<file path="src/rtl/tlc_pkg.sv">
package tlc_pkg;

  typedef enum logic [1:0] {
    LV_MID = 2'd0,
    LV_LO  = 2'd1,
    LV_HI  = 2'd2
  } lvl_e;

  // Both flags or neither flag set: the line reads as mid
  function automatic lvl_e classify(input logic lo, input logic hi);
    if (lo && !hi)      return LV_LO;
    else if (hi && !lo) return LV_HI;
    else                return LV_MID;
  endfunction

endpackage

</file>
<file path="src/rtl/tlc_sync_filter.sv">
module tlc_sync_filter
  import tlc_pkg::*;
#(
  parameter int SYNC_STAGES = 2,
  parameter int REJECT_CYC  = 20
) (
  input  logic clk,
  input  logic rst_n,
  input  logic lo_raw,
  input  logic hi_raw,
  input  logic en_raw,
  output lvl_e lvl_f,
  output logic en_s
);
  localparam int NS = (SYNC_STAGES < 1) ? 1 : SYNC_STAGES;
  localparam int RW = $clog2(REJECT_CYC + 1) + 1;
  localparam logic [RW-1:0] REJ = RW'(REJECT_CYC);

  logic [NS-1:0][2:0] chain_q;
  logic [2:0] sync_w;
  lvl_e lvl_raw;

  always_ff @(posedge clk or negedge rst_n) begin
    if (!rst_n) begin
      chain_q <= '0;
    end else begin
      chain_q[0] <= {en_raw, hi_raw, lo_raw};
      for (int i = 1; i < NS; i++) chain_q[i] <= chain_q[i-1];
    end
  end

  assign sync_w  = chain_q[NS-1];
  assign en_s    = sync_w[2];
  assign lvl_raw = classify(sync_w[0], sync_w[1]);

  generate
    if (REJECT_CYC <= 1) begin : g_nofilt
      lvl_e filt_q;
      always_ff @(posedge clk or negedge rst_n) begin
        if (!rst_n) filt_q <= LV_MID;
        else        filt_q <= lvl_raw;
      end
      assign lvl_f = filt_q;
    end else begin : g_filt
      lvl_e last_q, filt_q;
      logic [RW-1:0] run_q, len_now;

      always_comb begin
        if (lvl_raw == last_q) len_now = (run_q == REJ) ? REJ : run_q + 1'b1;
        else                   len_now = RW'(1);
      end

      always_ff @(posedge clk or negedge rst_n) begin
        if (!rst_n) begin
          last_q <= LV_MID;
          run_q  <= '0;
          filt_q <= LV_MID;
        end else begin
          last_q <= lvl_raw;
          run_q  <= len_now;
          if (len_now >= REJ) filt_q <= lvl_raw;
        end
      end

      assign lvl_f = filt_q;


      filt_follows_stable_chk: assert property (@(posedge clk) disable iff (!rst_n)
        (filt_q != $past(filt_q)) |-> ($past(lvl_raw) == filt_q));
    end
  endgenerate

endmodule

</file>
<file path="src/rtl/tlc_width_qual.sv">
module tlc_width_qual
  import tlc_pkg::*;
#(
  parameter int VALID_CYC = 200
) (
  input  logic clk,
  input  logic rst_n,
  input  lvl_e lvl_f,
  output logic req_up,
  output logic req_dn
);
  localparam int WW = $clog2(VALID_CYC + 1) + 1;
  localparam logic [WW-1:0] VLD = WW'(VALID_CYC);

  lvl_e cur_q;
  logic [WW-1:0] wid_q;
  logic chg, long_enough;

  assign chg         = (lvl_f != cur_q);
  assign long_enough = (wid_q >= VLD);
  assign req_up      = chg && (lvl_f == LV_MID) && (cur_q == LV_LO) && long_enough;
  assign req_dn      = chg && (lvl_f == LV_MID) && (cur_q == LV_HI) && long_enough;

  // Width restarts on every filtered change, including low<->high
  always_ff @(posedge clk or negedge rst_n) begin
    if (!rst_n) begin
      cur_q <= LV_MID;
      wid_q <= '0;
    end else begin
      cur_q <= lvl_f;
      if (chg)               wid_q <= WW'(1);
      else if (wid_q != VLD) wid_q <= wid_q + 1'b1;
    end
  end


  mid_idle_quiet_chk: assert property (@(posedge clk) disable iff (!rst_n)
    (lvl_f == LV_MID && $past(lvl_f) == LV_MID) |-> !(req_up || req_dn));

endmodule

</file>
<file path="src/rtl/tlc_count_gate.sv">
module tlc_count_gate #(
  parameter int START_CYC = 50,
  parameter int GAP_CYC   = 10
) (
  input  logic clk,
  input  logic rst_n,
  input  logic en_s,
  input  logic req_up,
  input  logic req_dn,
  output logic acc_up,
  output logic acc_dn
);
  localparam int SW = $clog2(START_CYC + 1) + 1;
  localparam int GW = $clog2(GAP_CYC + 1) + 1;
  localparam logic [SW-1:0] START_L  = SW'(START_CYC);
  localparam logic [GW-1:0] GAP_LOAD = (GAP_CYC > 0) ? GW'(GAP_CYC - 1) : '0;

  logic [SW-1:0] start_q;
  logic [GW-1:0] gap_q;
  logic armed, open, acc_any;

  assign armed   = (start_q == START_L);
  assign open    = en_s && armed && (gap_q == '0);
  assign acc_up  = req_up && open;
  assign acc_dn  = req_dn && open;
  assign acc_any = acc_up || acc_dn;

  always_ff @(posedge clk or negedge rst_n) begin
    if (!rst_n) begin
      start_q <= '0;
      gap_q   <= '0;
    end else begin
      if (!en_s)       start_q <= '0;
      else if (!armed) start_q <= start_q + 1'b1;

      if (acc_any)           gap_q <= GAP_LOAD;
      else if (gap_q != '0)  gap_q <= gap_q - 1'b1;
    end
  end


  disarm_on_disable_chk: assert property (@(posedge clk) disable iff (!rst_n)
    (!en_s && START_CYC > 0) |=> !armed);


  gap_after_count_chk: assert property (@(posedge clk) disable iff (!rst_n)
    (acc_any && GAP_CYC > 1) |=> (gap_q != '0));

endmodule

</file>
<file path="src/rtl/tlc_code_reg.sv">
module tlc_code_reg #(
  parameter int CODE_W    = 8,
  parameter int INIT_CODE = 0
) (
  input  logic              clk,
  input  logic              rst_n,
  input  logic              acc_up,
  input  logic              acc_dn,
  output logic [CODE_W-1:0] code,
  output logic              stb
);
  localparam logic [CODE_W-1:0] MAXC = '1;
  localparam logic [CODE_W-1:0] INIT = CODE_W'(INIT_CODE);

  logic [CODE_W-1:0] code_q;
  logic stb_q;

  always_ff @(posedge clk or negedge rst_n) begin
    if (!rst_n) begin
      code_q <= INIT;
      stb_q  <= 1'b0;
    end else begin
      stb_q <= acc_up || acc_dn;
      if (acc_up && code_q != MAXC)     code_q <= code_q + 1'b1;
      else if (acc_dn && code_q != '0)  code_q <= code_q - 1'b1;
    end
  end

  assign code = code_q;
  assign stb  = stb_q;


  change_needs_strobe_chk: assert property (@(posedge clk) disable iff (!rst_n)
    (code_q != $past(code_q)) |-> stb_q);


  strobe_single_chk: assert property (@(posedge clk) disable iff (!rst_n)
    stb_q |=> !stb_q);


  top_saturate_chk: assert property (@(posedge clk) disable iff (!rst_n)
    (acc_up && code_q == MAXC) |=> (code_q == MAXC));


  floor_saturate_chk: assert property (@(posedge clk) disable iff (!rst_n)
    (acc_dn && code_q == '0) |=> (code_q == '0));


  unit_step_chk: assert property (@(posedge clk) disable iff (!rst_n)
    (code_q != $past(code_q)) |->
      (code_q == $past(code_q) + 1'b1 || code_q == $past(code_q) - 1'b1));

endmodule

</file>
<file path="src/rtl/tri_level_step_counter.sv">
module tri_level_step_counter
  import tlc_pkg::*;
#(
  parameter int CODE_W      = 8,
  parameter int INIT_CODE   = 0,
  parameter int SYNC_STAGES = 2,
  parameter int REJECT_CYC  = 20,
  parameter int VALID_CYC   = 200,
  parameter int GAP_CYC     = 10,
  parameter int START_CYC   = 50
) (
  input  logic              clk,
  input  logic              rst_n,
  input  logic              cnt_en,
  input  logic              line_lo,
  input  logic              line_hi,
  output logic [CODE_W-1:0] dac_code,
  output logic              step_stb
);
  lvl_e lvl_f;
  logic en_s, req_up, req_dn, acc_up, acc_dn;

  tlc_sync_filter #(
    .SYNC_STAGES (SYNC_STAGES),
    .REJECT_CYC  (REJECT_CYC)
  ) u_filt (
    .clk    (clk),
    .rst_n  (rst_n),
    .lo_raw (line_lo),
    .hi_raw (line_hi),
    .en_raw (cnt_en),
    .lvl_f  (lvl_f),
    .en_s   (en_s)
  );

  tlc_width_qual #(
    .VALID_CYC (VALID_CYC)
  ) u_qual (
    .clk    (clk),
    .rst_n  (rst_n),
    .lvl_f  (lvl_f),
    .req_up (req_up),
    .req_dn (req_dn)
  );

  tlc_count_gate #(
    .START_CYC (START_CYC),
    .GAP_CYC   (GAP_CYC)
  ) u_gate (
    .clk    (clk),
    .rst_n  (rst_n),
    .en_s   (en_s),
    .req_up (req_up),
    .req_dn (req_dn),
    .acc_up (acc_up),
    .acc_dn (acc_dn)
  );

  tlc_code_reg #(
    .CODE_W    (CODE_W),
    .INIT_CODE (INIT_CODE)
  ) u_code (
    .clk    (clk),
    .rst_n  (rst_n),
    .acc_up (acc_up),
    .acc_dn (acc_dn),
    .code   (dac_code),
    .stb    (step_stb)
  );


  disabled_no_strobe_chk: assert property (@(posedge clk) disable iff (!rst_n)
    (!en_s) |=> !step_stb);

endmodule

</file>
<file path="config.mk">
export PLATFORM = sky130hd
export DESIGN_NAME = tri_level_step_counter
export DESIGN_NICKNAME = d
export VERILOG_FILES = /design/src/rtl/tlc_pkg.sv /design/src/rtl/tlc_sync_filter.sv /design/src/rtl/tlc_width_qual.sv /design/src/rtl/tlc_count_gate.sv /design/src/rtl/tlc_code_reg.sv /design/src/rtl/tri_level_step_counter.sv
export SDC_FILE = /design/constraint.sdc
export NUM_CORES = 1
export LEC_CHECK = 0
export ABC_AREA = 1
export BUFFER_PORTS_ARGS = -buffer_cell sky130_fd_sc_hd__buf_2
export CAP_MARGIN = 15
export CORE_MARGIN = 1
export CORE_UTILIZATION = 25
export DETAILED_ROUTE_END_ITERATION = 16
export PLACE_DENSITY = 0.45
export SETUP_SLACK_MARGIN = 0.02
export SYNTH_ARGS = -nofsm -noshare
export SYNTH_HDL_FRONTEND = slang
export SYNTH_HIERARCHICAL = 1
export SYNTH_SLANG_ARGS = --single-unit
</file>
<file path="constraint.sdc">
create_clock -name clk -period 4.1 [get_ports clk]
set_input_delay 0.615 -clock clk [delete_from_list [all_inputs] [get_ports clk]]
set_output_delay 0.615 -clock clk [all_outputs]
set_load 0.02 [all_outputs]
</file>
=== Word-level counts from Yosys, hierarchy flattened ===
Index checks and enable logic that the tools add are counted.

* Add/sub/neg operators: 6
* Multiply operators: 0
* Divide/modulo/power cells: 0
* Magnitude comparators: 2
* Equal/unequal tests: 9
* Shifts and indexed selects: 0
* Muxes and demuxes: 12
* Bitwise gates (word level): 0
* Reductions and logical operators: 23

{| class="wikitable"
|+ Operators with widths
! kind !! number
|-
| $mux W9 || 2
|-
| $mux W8 || 2
|-
| $mux W7 || 2
|-
| $logic_and A1 B1 Y1 || 13
|-
| $mux W6 || 2
|-
| $mux W5 || 2
|-
| $add A9 B1 Y9 const B || 1
|-
| $ge A9 B8 Y1 const B || 1
|-
| $ne A9 B8 Y1 const B || 1
|-
| $add A8 B1 Y8 const B || 1
|-
| $ne A8 B8 Y1 const B || 1
|-
| $reduce_bool A8 Y1 || 1
|-
| $sub A8 B1 Y8 const B || 1
|-
| $add A7 B1 Y7 const B || 1
|-
| $eq A7 B6 Y1 const B || 1
|-
| $add A6 B1 Y6 const B || 1
|-
| $eq A6 B5 Y1 const B || 1
|-
| $ge A6 B5 Y1 const B || 1
|-
| $reduce_bool A2 Y1 || 3
|-
| $logic_not A5 Y1 || 1
|-
| $reduce_bool A5 Y1 || 1
|-
| $sub A5 B1 Y5 const B || 1
|-
| $mux W2 || 2
|-
| $eq A2 B1 Y1 const B || 1
|-
| 7 further kinds || 8
|}

* Bits in registers: 48
* Latch bits: 0
* Memory bits (writable): 0
* ROM bits: 0
* Bits of input ports: 5
* Output and inout port bits: 9
* Word-level logic and storage cells: 63
* Memories: 0

=== Logic depth before layout (Yosys ltp) ===
Gate-level depths: netlist of run 1.

* Depth after elaboration: 8
* Mapped depth: 19

=== By module ===
Netlist of run 1, hierarchy kept.

{| class="wikitable"
|+ By module, submodules not included
! module !! times used !! cells each !! area an instance (um2)
|-
| tlc_code_reg || 1 || 102 || 734.5
|-
| tlc_sync_filter || 1 || 72 || 691.9
|-
| tlc_width_qual || 1 || 95 || 666.9
|-
| tlc_count_gate || 1 || 73 || 629.4
|}

=== Worst setup path after synthesis of run 1 ===
OpenSTA, ideal clock, no wires.

* Path type: register -> register
* From: register u_gate.start_q[0]
* To: register u_code.code_q[7] (netlist: u_code/code[7])
* Arrival: 2.186 ns
* Required time: 3.983 ns
* Setup slack: 1.797 ns
* Stages on the path, launching flop included: 18
* Cells stage by stage: dfrtp_1 -> inv_1 -> ha_1 -> inv_1 -> nor2_1 -> nand3_2 -> nor2_2 -> nand3_1 -> inv_1 -> nand2_4 -> ha_1 -> or2_0 -> nand2_2 -> nor2_1 -> nor2_1 -> nand2_1 -> nand3_1 -> nand2_1

* Cells in the longest elaborated chain, start to end: 6
* Elaborated cells between the ends (all ways): 9
* Classes of those cells: eq/ne: 1; mux: 1; reduce/logical: 7

{| class="wikitable"
|+ Ends and longest elaborated chain
! item !! RTL line !! text
|-
| from (decl) || tlc_count_gate.sv:18 || <nowiki>logic [SW-1:0] start_q;</nowiki>
|-
| from (signal assigned) || tlc_count_gate.sv:34 || <nowiki>else if (!armed) start_q <= start_q + 1'b1;</nowiki>
|-
| $eq A7 B6 Y1 (*) || tlc_count_gate.sv:22 || <nowiki>assign armed = (start_q == START_L);</nowiki>
|-
| $logic_and A1 B1 Y1 (*) (2 in a row) || tlc_count_gate.sv:23 || <nowiki>assign open = en_s && armed && (gap_q == '0);</nowiki>
|-
| $logic_and A1 B1 Y1 (*) || tlc_count_gate.sv:24 || <nowiki>assign acc_up = req_up && open;</nowiki>
|-
| via acc_up || tri_level_step_counter.sv:21 || <nowiki>logic en_s, req_up, req_dn, acc_up, acc_dn;</nowiki>
|-
| $logic_and A1 B1 Y1 (*) || tlc_code_reg.sv:24 || <nowiki>if (acc_up && code_q != MAXC) code_q <= code_q + 1'b1;</nowiki>
|-
| $mux W8 / $reduce_bool A2 Y1 (equally long branches) || n/a ||
|-
| to (signal assigned) || tlc_code_reg.sv:24 ||
|-
| to (signal assigned) || tlc_code_reg.sv:25 || <nowiki>else if (acc_dn && code_q != '0) code_q <= code_q - 1'b1;</nowiki>
|-
| to (decl) || tlc_code_reg.sv:15 || <nowiki>logic [CODE_W-1:0] code_q;</nowiki>
|}

The timed path passes the listed nets; every way through them passes the cells marked *.
A chain may end at the register's enable or synchronous reset.

=== Final worst setup path of run 1 ===
Ends and elaborated chain as after synthesis.

==> flow_summary.ini, run 1 <==
[run_status]
status = finished clean

[clocking]
cts-buffers-inserted = 5
cts-root-buf = clkbuf_8
cts_tree = done
path_clk_slew_ps = 100
cts.sinks = 48
clockBufferDepth = 2
cts_hold_buf = 0
htreeDepth = 2
clk-insertion-delay-late_ps = 310
post_cts_buffers = 0
ctsResizeCount = 0

[route]
vias = 2070
drt_first_pass_iters = 4
drtIter0Drc = 63
via_per_inst = 4.14
ant_nets = 0
wl_per_cell_um = 9.93
totalWireLength_mm = 4.96
drc_errors = 0

[pwr]
power.switching_uw = 333
power_frac_comb_pct = 14.6
p_per_area_nw_per_um2 = 375
swShare_pct = 28.7
leakagePower_uw = 0.00168
vdd.ir_drop.worst_uv = 128
p_int_uw = 829
power_frac_clock_pct = 36.3
pwr-share-seq_pct = 49.1

[logic_synthesis]
ys_ff_latch = 48
syn_area_per_cell_um2 = 7.96
yosys_warnings = 6
async_reset_ff_share_pct = 100
synthFlopType = dfrtp_1
synthTopCellsByArea = dfrtp_1, nand2_1, inv_1
synth_top_cell_area_share_pct = 44.1
synth_nets = 361
synth_cell_types = 32
yosysTopAreaCell = dfrtp_1
seq_area_frac_synth_pct = 44.1
syn_inst = 342
synth_area_um2 = 2720
synth_edf_count = 0

[cells_and_area]
multi_input_area_um2 = 1310
drive_above_1_share_pct = 14.8
fillers = 1145
num_antenna_cells = 0
fin_cells = 500
register_area_um2 = 1200
fin_nets = 382
final_util_pct = 29.7
area_growth_pct = 14.0

[sta]
fin_hold_ws_ps = 354
hold_viol = 0
rsz0062_at_grt = false
max_freq_ghz = 0.392
finalCriticalPeriod_ps = 2550
finalCritPeriodShare_pct = 62.2
clock_skew_ps = 10.7
tns_ps = 0
tightest_slew_ps = 624
drv_slew = 0
setup_viol = 0
relSlewSlack_pct = 58.4

[worst_hold_path]
holdPathStages = 0
worstHoldPathType = flop to flop

[job]
drv_cap = 0

[worst_setup_path]
cp_max_fo = 10
reg2reg_depth = 17
worstSetupPathType = flop to flop
max_stage_delay_ps = 430
rr_startpoint = u_gate/start_q[0]$_DFFE_PN0P_
reg2reg_slack_ps = 1550
crit_required_ps = 4320
worstReg2RegEnd = u_code/code[7]$_DFFE_PN0P_
startpoint = u_gate/start_q[0]$_DFFE_PN0P_
worstPathArrival_ps = 2770
slowest_stage = dfrtp_1
timing.critical_path.to = u_code/code[7]$_DFFE_PN0P_
path_cells = inv_1, ha_1, inv_1, nor2_1, nand3_2, nor2_2, nand3_1, inv_1, nand2_4, ha_1, or2_0, nand2_2, nor2_1, nor2_1, nand2_1, nand3_1, nand2_1
end_kind = flop
startpoint_type = flop

[floorplan]
die_w_um = 106
start_util_pct = 26.0
die_y_um = 106
rows = 37
ios = 14
coreArea_um2 = 10500
dieArea_um2 = 11300

[placed_design]
dp.final_hpwl_mm = 3.60
gp_congestion = 0.796
port_buffers = 13
dp.cells = 492

[global_routing]
grt_pass1_wl_mm = 9.20
grt_max_degree = 49
grt_overflow = 0
antenna_found_initial = 0
first_global_vias = 2060
track_usage_pct = 10.3
-- registers in the layout (all words and copies together) (netlist names) --
| register | cells |
|---|---|
| u_gate/start_q | 7 |
| u_filt/g_filt.run_q | 6 |
| u_gate/gap_q | 5 |
| u_filt/chain_q | 3 |
| u_filt/sync_w | 3 |
| u_code/stb | 1 |
| u_filt/lvl_f | 2 |
| u_filt/g_filt.last_q | 2 |
| u_code/code | 8 |
| u_qual/wid_q | 9 |
| u_qual/cur_q | 2 |
-- metrics by stage --
stage                     power (µW)  area, µm²  setup slack (ps)
after floorplan                  705       2720              1800
after global placement           751       2970              1590
after detailed placement         754       2970              1560
after CTS                       1190       3100              1550
after global routing            1250       3100              1340
final                           1160       3100              1550
-- logic make-up (layout without fill, tap and decap cells) --
logic type      count (synthesis)  after routing  synth area share (%)
compound gates                 24             24                  5.52
xor+xnor                       14             14                  4.78
buf+inv                        55             77                  7.77
flops                          48             48                  44.1
fa+ha+maj                      14             14                  6.71
simple gates                  187            187                  31.1
-- synthesized netlist by cell type (3+ instances only) --
master / count
xnor2_1: 4
o21ai_2: 3
inv_2: 6
nand2_2: 9
a21oi_1: 8
o21ai_0: 8
nor2_1: 41
nor2_4: 4
dfrtp_1: 48
ha_1: 13
nand2_1: 88
nor2_2: 3
xor2_1: 9
nand3_1: 32
nand4_1: 3
inv_1: 47
-- metal layers --
metal  share of wire (%)  wire (µm)  GRT usage (%)
met1                  50       2510           13.1
met2                  45       2230           16.8
met3                 3.5        175           2.82
met4                 1.1         57           3.57
met5                   0          0              0
-- worst min-delay path by stage --
stage                           startpoint                         end
2_1_floorplan                        rst_n  u_code/code[0]$_DFFE_PN0P_
3_3_place_gp   u_filt/chain_q[1]$_DFF_PN0_  u_filt/sync_w[1]$_DFF_PN0_
3_5_place_dp   u_filt/chain_q[0]$_DFF_PN0_  u_filt/sync_w[0]$_DFF_PN0_
4_1_cts        u_filt/chain_q[0]$_DFF_PN0_  u_filt/sync_w[0]$_DFF_PN0_
5_1_grt        u_filt/chain_q[0]$_DFF_PN0_  u_filt/sync_w[0]$_DFF_PN0_
6_report       u_filt/chain_q[0]$_DFF_PN0_  u_filt/sync_w[0]$_DFF_PN0_
-- power by group through the flow --
| stage | Sequential [µW] | Combinational, µW | Clock [µW] |
|---|---|---|---|
| final | 571 | 170 | 422 |
| after global routing | 582 | 206 | 459 |
| after CTS | 572 | 174 | 447 |
| after floorplan | 567 | 138 | 0 |
| after global placement | 580 | 171 | 0 |
| after detailed placement | 581 | 174 | 0 |
-- layout make-up --
cell class              instances  area share [%]
multi-input cells             239            42.2
flip-flops and latches         48            38.7
inverters                      55            6.81
well taps                     136            5.48
repair buffers                 14            2.34
clock buffers                   5            2.22
clock inverters                 3            2.22
-- placed cells by master (no fill, tap or decap), types with 2 or more instances in the layout --
| cell | netlist | final |
|---|---|---|
| inv_1 | 47 | 47 |
| nor2_1 | 41 | 41 |
| nor2_2 | 3 | 3 |
| inv_2 | 6 | 6 |
| ha_1 | 13 | 13 |
| a21oi_1 | 8 | 8 |
| buf_2 | 0 | 13 |
| xor2_1 | 9 | 9 |
| o21ai_0 | 8 | 8 |
| clkbuf_8 | 0 | 5 |
| dfrtp_1 | 48 | 48 |
| nand2_2 | 9 | 9 |
| inv_6 | 1 | 2 |
| nand3_1 | 32 | 32 |
| o21ai_2 | 3 | 3 |
| nand2_1 | 88 | 88 |
| nand4_1 | 3 | 3 |
| bufinv_16 | 0 | 2 |
| nor2_4 | 4 | 4 |
| xnor2_1 | 4 | 4 |
-- critical path: cells and delay by family, from the launching register on --
family	cells	cell delay [ps]
adders and majority gates	2	470
buffers and inverters	3	230
DFF	1	430
and+or+nand+nor	12	1340
Note: power is estimated with default switching activity, not from simulation.
==> run 2: changes to the inputs <==
--- a/config.mk
+++ b/config.mk
@@ -11,7 +11,7 @@
 export CORE_MARGIN = 1
 export CORE_UTILIZATION = 25
 export DETAILED_ROUTE_END_ITERATION = 16
-export PLACE_DENSITY = 0.45
+export PLACE_DENSITY = 0.47
 export SETUP_SLACK_MARGIN = 0.02
 export SYNTH_ARGS = -nofsm -noshare
 export SYNTH_HDL_FRONTEND = slang
==> constraint.sdc (replaced) <==
create_clock -name clk -period 2.17 [get_ports clk]
set_input_delay 0.3255 -clock clk [delete_from_list [all_inputs] [get_ports clk]]
set_output_delay 0.3255 -clock clk [all_outputs]
set_load 0.02 [all_outputs]
==> run 2 against run 1 <==
Compared with the run above: the run now ends with setup timing left; fmax grew 13%; sequential power grew 82%; combinational power grew to 2.6 times the previous value; final area grew 16%; sequential share of layout area shrank 5.5 points; count of clock-buffer cells in the layout grew 1; setup slack lost 1600 ps; critical path depth shrank 2.
==> flow_summary.ini, run 2 (synthesis gave the netlist of run 1 again) <==
[floorplan]
die_w_um = 106
start_util_pct = 26.0
coreArea_um2 = 10500
rows = 37
ios = 14
die_y_um = 106
dieArea_um2 = 11300

[worst_setup_path]
max_stage_delay_ps = 400
startpoint_type = flop
rr_startpoint = u_gate/gap_q[1]$_DFFE_PN0P_
worstReg2RegEnd = u_code/code[5]$_DFFE_PN0P_
path_cells = inv_2, ha_4, nand2_4, nor3_4, nand3_4, inv_6, nand2_8, ha_4, or2_1, nand2_2, nor2_1, nor2_1, nand2_1, nand3_1, nand2_1
end_kind = flop
cp_max_fo = 5
cp.buffers_inverters = 2
worstPathArrival_ps = 2460
reg2reg_slack_ps = -80
reg2reg_depth = 15
slowest_stage = dfrtp_1
crit_required_ps = 2370
worstSetupPathType = flop to flop
cpLargestDelayFamily = simple AND/OR/NAND/NOR gates

[cells_and_area]
fin_cells = 549
drive_above_1_share_pct = 30.3
most-common-layout-cells = nand2_1, dfrtp_1, buf_4
fin_nets = 431
area_growth_pct = 32.7
layout_commonest_cell = nand2_1
largest_register_ffs = 9
num_antenna_cells = 0
top_register = u_qual/wid_q

[pwr]
vdd.ir_drop.worst_uv = 216
p_per_area_nw_per_um2 = 572
power_frac_comb_pct = 21.1
power_frac_clock_pct = 28.3
p_int_uw = 1430
leakagePower_uw = 0.00191
pwr-share-seq_pct = 50.5
swShare_pct = 30.8
power.switching_uw = 637

[placed_design]
dp.final_hpwl_mm = 4.13
gp_congestion = 0.823
port_buffers = 13
dp.cells = 526

[sta]
max_freq_ghz = 0.444
clock_skew_ps = 7.73
hold_viol = 0
finalCritPeriodShare_pct = 104
setup_viol = 5
fin_hold_ws_ps = 121
tightest_slew_ps = 466
relSlewSlack_pct = 68.9
rsz0062_at_grt = true
drv_slew = 0
finalCriticalPeriod_ps = 2250
setup_ws_ps = -82.8

[clocking]
cts.sinks = 48
clockBufferDepth = 2
htreeDepth = 2
cts-buffers-inserted = 5
cts-root-buf = clkbuf_8
cts_tree = done
path_clk_slew_ps = 100
clk-insertion-delay-late_ps = 300

[route]
via_per_inst = 4.14
drtIter0Drc = 95
ant_nets = 0
totalWireLength_mm = 5.86
drt_first_pass_iters = 4
drc_errors = 0
vias = 2274
wl_per_cell_um = 10.7

[global_routing]
grt_overflow = 0
first_global_vias = 2232
grt_pass1_wl_mm = 10.0
antenna_found_initial = 0
track_usage_pct = 11.1
grt_max_degree = 19

[run_status]
status = finished with violations
violations = setup timing

[worst_hold_path]
hold_path_startpoint = cnt_en
worstHoldPathType = input pin to flop
holdPathStages = 1
min_to = u_filt/chain_q[2]$_DFF_PN0_

[job]
drv_cap = 0
==> run 2: cell types whose count changed in the layout (fill, tap and decap cells not counted), sizes merged <==
cell / change
dlygate4sd3: +1
clkinvlp: +2
bufinv: -2
clkbuf: +1
nand2: +1
buf: +46
==> run 2: area by class of cell <==
class / instances / area (µm²)
fill: 1106 / 6850
sequential: 48 / 1200
multi-input combinational: 240 / 1480
timing repair inverter: 1 / 6.26
inverter: 55 / 216
timing repair buffer: 61 / 444
clock inverter: 2 / 15.0
clock buffer: 6 / 82.6
tap: 136 / 170
==> run 2: worst register-to-register path, cell delays in order (launching register included) <==
cell and delay (ps):
dfrtp_1 400, inv_2 90, ha_4 150, nand2_4 60, nor3_4 240, nand3_4 130
inv_6 110, nand2_8 80, ha_4 230, or2_1 210, nand2_2 110, nor2_1 70
nor2_1 100, nand2_1 50, nand3_1 70, nand2_1 50
==> run 2: per-layer routing <==
metal | track usage [%] | share of wire, % | wire length (µm)
met5 | 0 | 0 | 0
met2 | 18.0 | 47 | 2740
met3 | 2.45 | 2.2 | 126
met1 | 14.7 | 50 | 2930
met4 | 3.37 | 1.1 | 65
==> run 2: what timing repair did <==
item,CTS,global route
endpoints found under the setup margin,6,7
setup buffers,4,8
hold endpoints to repair,16,0
resized for setup,3,24
gates cloned,1,1
hold buffers,1,0
pin swaps,3,14
==> run 2: worst max path at each step <==
stage	slack, ps	from	end	depth (start not counted)
floorplan	-8	u_gate/gap_q[0]$_DFFE_PN0P_	u_code/code[7]$_DFFE_PN0P_	15
global placement	-20	u_gate/start_q[0]$_DFFE_PN0P_	u_code/code[4]$_DFFE_PN0P_	14
detailed placement	-30	u_gate/start_q[0]$_DFFE_PN0P_	u_code/code[7]$_DFFE_PN0P_	17
CTS	-40	u_gate/start_q[0]$_DFFE_PN0P_	u_code/code[7]$_DFFE_PN0P_	19
global route	-300	u_gate/gap_q[0]$_DFFE_PN0P_	u_code/code[5]$_DFFE_PN0P_	15
finish	-80	u_gate/gap_q[1]$_DFFE_PN0P_	u_code/code[5]$_DFFE_PN0P_	15
==> run 2: stage by stage <==
step / area [µm²] / setup TNS [ps] / setup WS [ps] / total power [µW] / utilization (%)
6_report: 3610 / -281 / -82.8 / 2070 / 34.5
5_1_grt: 3610 / -1250 / -298 / 2220 / 34.5
4_1_cts: 3460 / -80.2 / -38.2 / 2100 / 33.1
3_5_place_dp: 3300 / -104 / -34.2 / 1500 / 31.6
3_3_place_gp: 3300 / -31.2 / -17.4 / 1500 / 31.6
2_1_floorplan: 2800 / -19.9 / -7.98 / 1330 / -
==> run 2: power by group through the flow <==
stage                     Sequential [µW]  Clock [µW]  Combinational, µW
final                                1040         586                436
after global routing                 1060         656                502
after CTS                            1050         611                440
after detailed placement             1060           0                436
after global placement               1060           0                434
after floorplan                      1070           0                260
==> run 3: changes to the inputs <==
--- a/config.mk
+++ b/config.mk
@@ -9,9 +9,9 @@
 export BUFFER_PORTS_ARGS = -buffer_cell sky130_fd_sc_hd__buf_2
 export CAP_MARGIN = 15
 export CORE_MARGIN = 1
-export CORE_UTILIZATION = 25
+export CORE_UTILIZATION = 55
 export DETAILED_ROUTE_END_ITERATION = 16
-export PLACE_DENSITY = 0.47
+export PLACE_DENSITY = 0.87
 export SETUP_SLACK_MARGIN = 0.02
 export SYNTH_ARGS = -nofsm -noshare
 export SYNTH_HDL_FRONTEND = slang
==> run 3 against run 2 <==
Compared with the run above: the run ends with hold timing, setup timing left; final area is 7.5% lower; first-iteration DRC count up 22%; clock power is 13% higher; via count grew 1.1%; global-route usage up 12 points; critical path depth increased by 4; register-to-register slack got worse by 30 ps; die area decreased by 54%; routed wire length is 2.6% lower; power increased by 3.8%; combinational power decreased by 1%; sequential power barely moved; critical path type unchanged; critical endpoint is now u_code/code[7]$_DFFE_PN0P_; highest routed layer unchanged.
==> flow_summary.ini, run 3 (synthesis gave the netlist of run 1 again) <==
[clocking]
clk-insertion-delay-late_ps = 310
cts.sinks = 48
htreeDepth = 2
cts-root-buf = clkbuf_8
path_clk_slew_ps = 90
cts-buffers-inserted = 5
cts_tree = done
clockBufferDepth = 2
cts_hold_buf = 0

[worst_setup_path]
startpoint_type = flop
worstSetupPathType = flop to flop
cp.buffers_inverters = 4
cpLargestDelayFamily = simple AND/OR/NAND/NOR gates
max_stage_delay_ps = 400
cp_common_cell = nand2_1
slowest_stage = dfrtp_1
rr_startpoint = u_gate/start_q[0]$_DFFE_PN0P_
path_cells = inv_1, ha_2, inv_2, nor2_4, nand3_2, nor2_4, nand3_2, inv_4, nand2_8, ha_4, nand2_2, clkinv_2, nand3_2, nor2_1, nor2_1, nand2_1, nand2_1, nand2_1, nand2_1
end_kind = flop
reg2reg_depth = 19
worstReg2RegEnd = u_code/code[7]$_DFFE_PN0P_
crit_required_ps = 2380
worstPathArrival_ps = 2500
reg2reg_slack_ps = -120
cp_max_fo = 8

[route]
via_per_inst = 5.04
totalWireLength_mm = 5.71
wl_per_cell_um = 12.5
drt_first_pass_iters = 4
vias = 2300
ant_nets = 0
drtIter0Drc = 116
drc_errors = 0

[placed_design]
pre_cts_ws_ps = -134
dp.final_hpwl_mm = 3.87
port_buffers = 13
gp_congestion = 0.875

[global_routing]
grt_pass1_wl_mm = 9.18
groute.layer.met1.usage_pct = 28.6
track_usage_pct = 22.7
use_met2_pct = 39.3
grt_max_degree = 27
grt_overflow = 0
first_global_vias = 2137
busiest_layer = met2
antenna_found_initial = 0
grt_use_met3_pct = 3.89

[job]
drv_cap = 0

[pwr]
pwr-share-seq_pct = 49.1
vdd.ir_drop.worst_uv = 565
p_int_uw = 1520
p_per_area_nw_per_um2 = 641
power.switching_uw = 629
power_frac_comb_pct = 20.1
leakagePower_uw = 0.00181
power_frac_clock_pct = 30.9
swShare_pct = 29.3

[floorplan]
die_y_um = 72.4
dieArea_um2 = 5240
ios = 14
coreArea_um2 = 4750
die_w_um = 72.4
rows = 25
start_util_pct = 57.3

[sta]
tightest_slew_ps = 543
setup_ws_ps = -117
max_freq_ghz = 0.437
hold_viol = 16
relSlewSlack_pct = 63.8
clock_skew_ps = 8.72
tns_ps = -435
drv_slew = 0
rsz0062_at_grt = true
finalCritPeriodShare_pct = 105
finalCriticalPeriod_ps = 2290
setup_viol = 5
fin_hold_ws_ps = -4.45

[worst_hold_path]
worstHoldPathType = input pin to async pin

[run_status]
violations = hold timing, setup timing
status = finished with violations

[cells_and_area]
layout_commonest_cell = nand2_1
most-common-layout-cells = nand2_1, dfrtp_1, inv_1
area_growth_pct = 22.8
fin_nets = 407
num_antenna_cells = 0
largest_register_ffs = 9
top_register = u_qual/wid_q
drive_above_1_share_pct = 26.5
[run 3: cell count changes in the layout (fill, tap and decap cells not counted), sizes merged]
| cell | before | now |
|---|---|---|
| buf | 60 | 39 |
| bufinv | 0 | 1 |
| clkbuf | 6 | 5 |
| clkinvlp | 2 | 1 |
| dlygate4sd3 | 1 | 0 |
| nand2 | 99 | 98 |
[run 3: metal layers]
metal | share of wire [%] | routed length (µm)
met1 | 42 | 2410
met2 | 52 | 2940
met3 | 3.5 | 199
met4 | 2.8 | 159
met5 | 0 | 0
[run 3: area by class of cell]
type                    count  area (µm²)
clock buffers               5        68.8
multi-input cells         239        1460
well taps                  67        83.8
repair buffers             39         273
flip-flops and latches     48        1200
fillers                   330        1410
clock inverters             3        46.3
inverters                  55         215
[run 3: power by group through the flow]
stage,combinational (µW),sequential [µW],clock (µW)
floorplan,260,1070,0
global placement,413,1060,0
detailed placement,423,1070,0
CTS,429,1050,678
global route,497,1060,715
finish,430,1050,662
[run 3: worst max path at each step]
stage,from,endpoint,slack [ps],cells after the start
final,u_gate/start_q[0]$_DFFE_PN0P_,u_code/code[7]$_DFFE_PN0P_,-120,19
after global routing,u_gate/start_q[0]$_DFFE_PN0P_,u_code/code[7]$_DFFE_PN0P_,-270,19
after CTS,u_gate/start_q[0]$_DFFE_PN0P_,u_code/code[5]$_DFFE_PN0P_,-80,17
after detailed placement,u_gate/start_q[0]$_DFFE_PN0P_,u_code/code[5]$_DFFE_PN0P_,-130,16
after global placement,u_gate/start_q[0]$_DFFE_PN0P_,u_code/code[6]$_DFFE_PN0P_,-2,16
after floorplan,u_gate/gap_q[0]$_DFFE_PN0P_,u_code/code[7]$_DFFE_PN0P_,-8,15
[run 3: timing repair]
action	CTS	global route
endpoints found under the hold margin	0	0
gates resized for setup	9	15
buffers inserted	2	4
pin swaps	2	5
endpoints found under the setup margin	6	7
[run 3: per-stage QoR]
step | power [µW] | utilization, % | std cells | area, µm²
floorplan | 1330 | - | 342 | 2800
detailed placement | 1490 | 65.5 | 442 | 3120
global placement | 1470 | 65.5 | 442 | 3120
CTS | 2160 | 68.7 | 452 | 3270
global route | 2270 | 70.3 | 456 | 3340
finish | 2140 | 70.3 | 456 | 3340
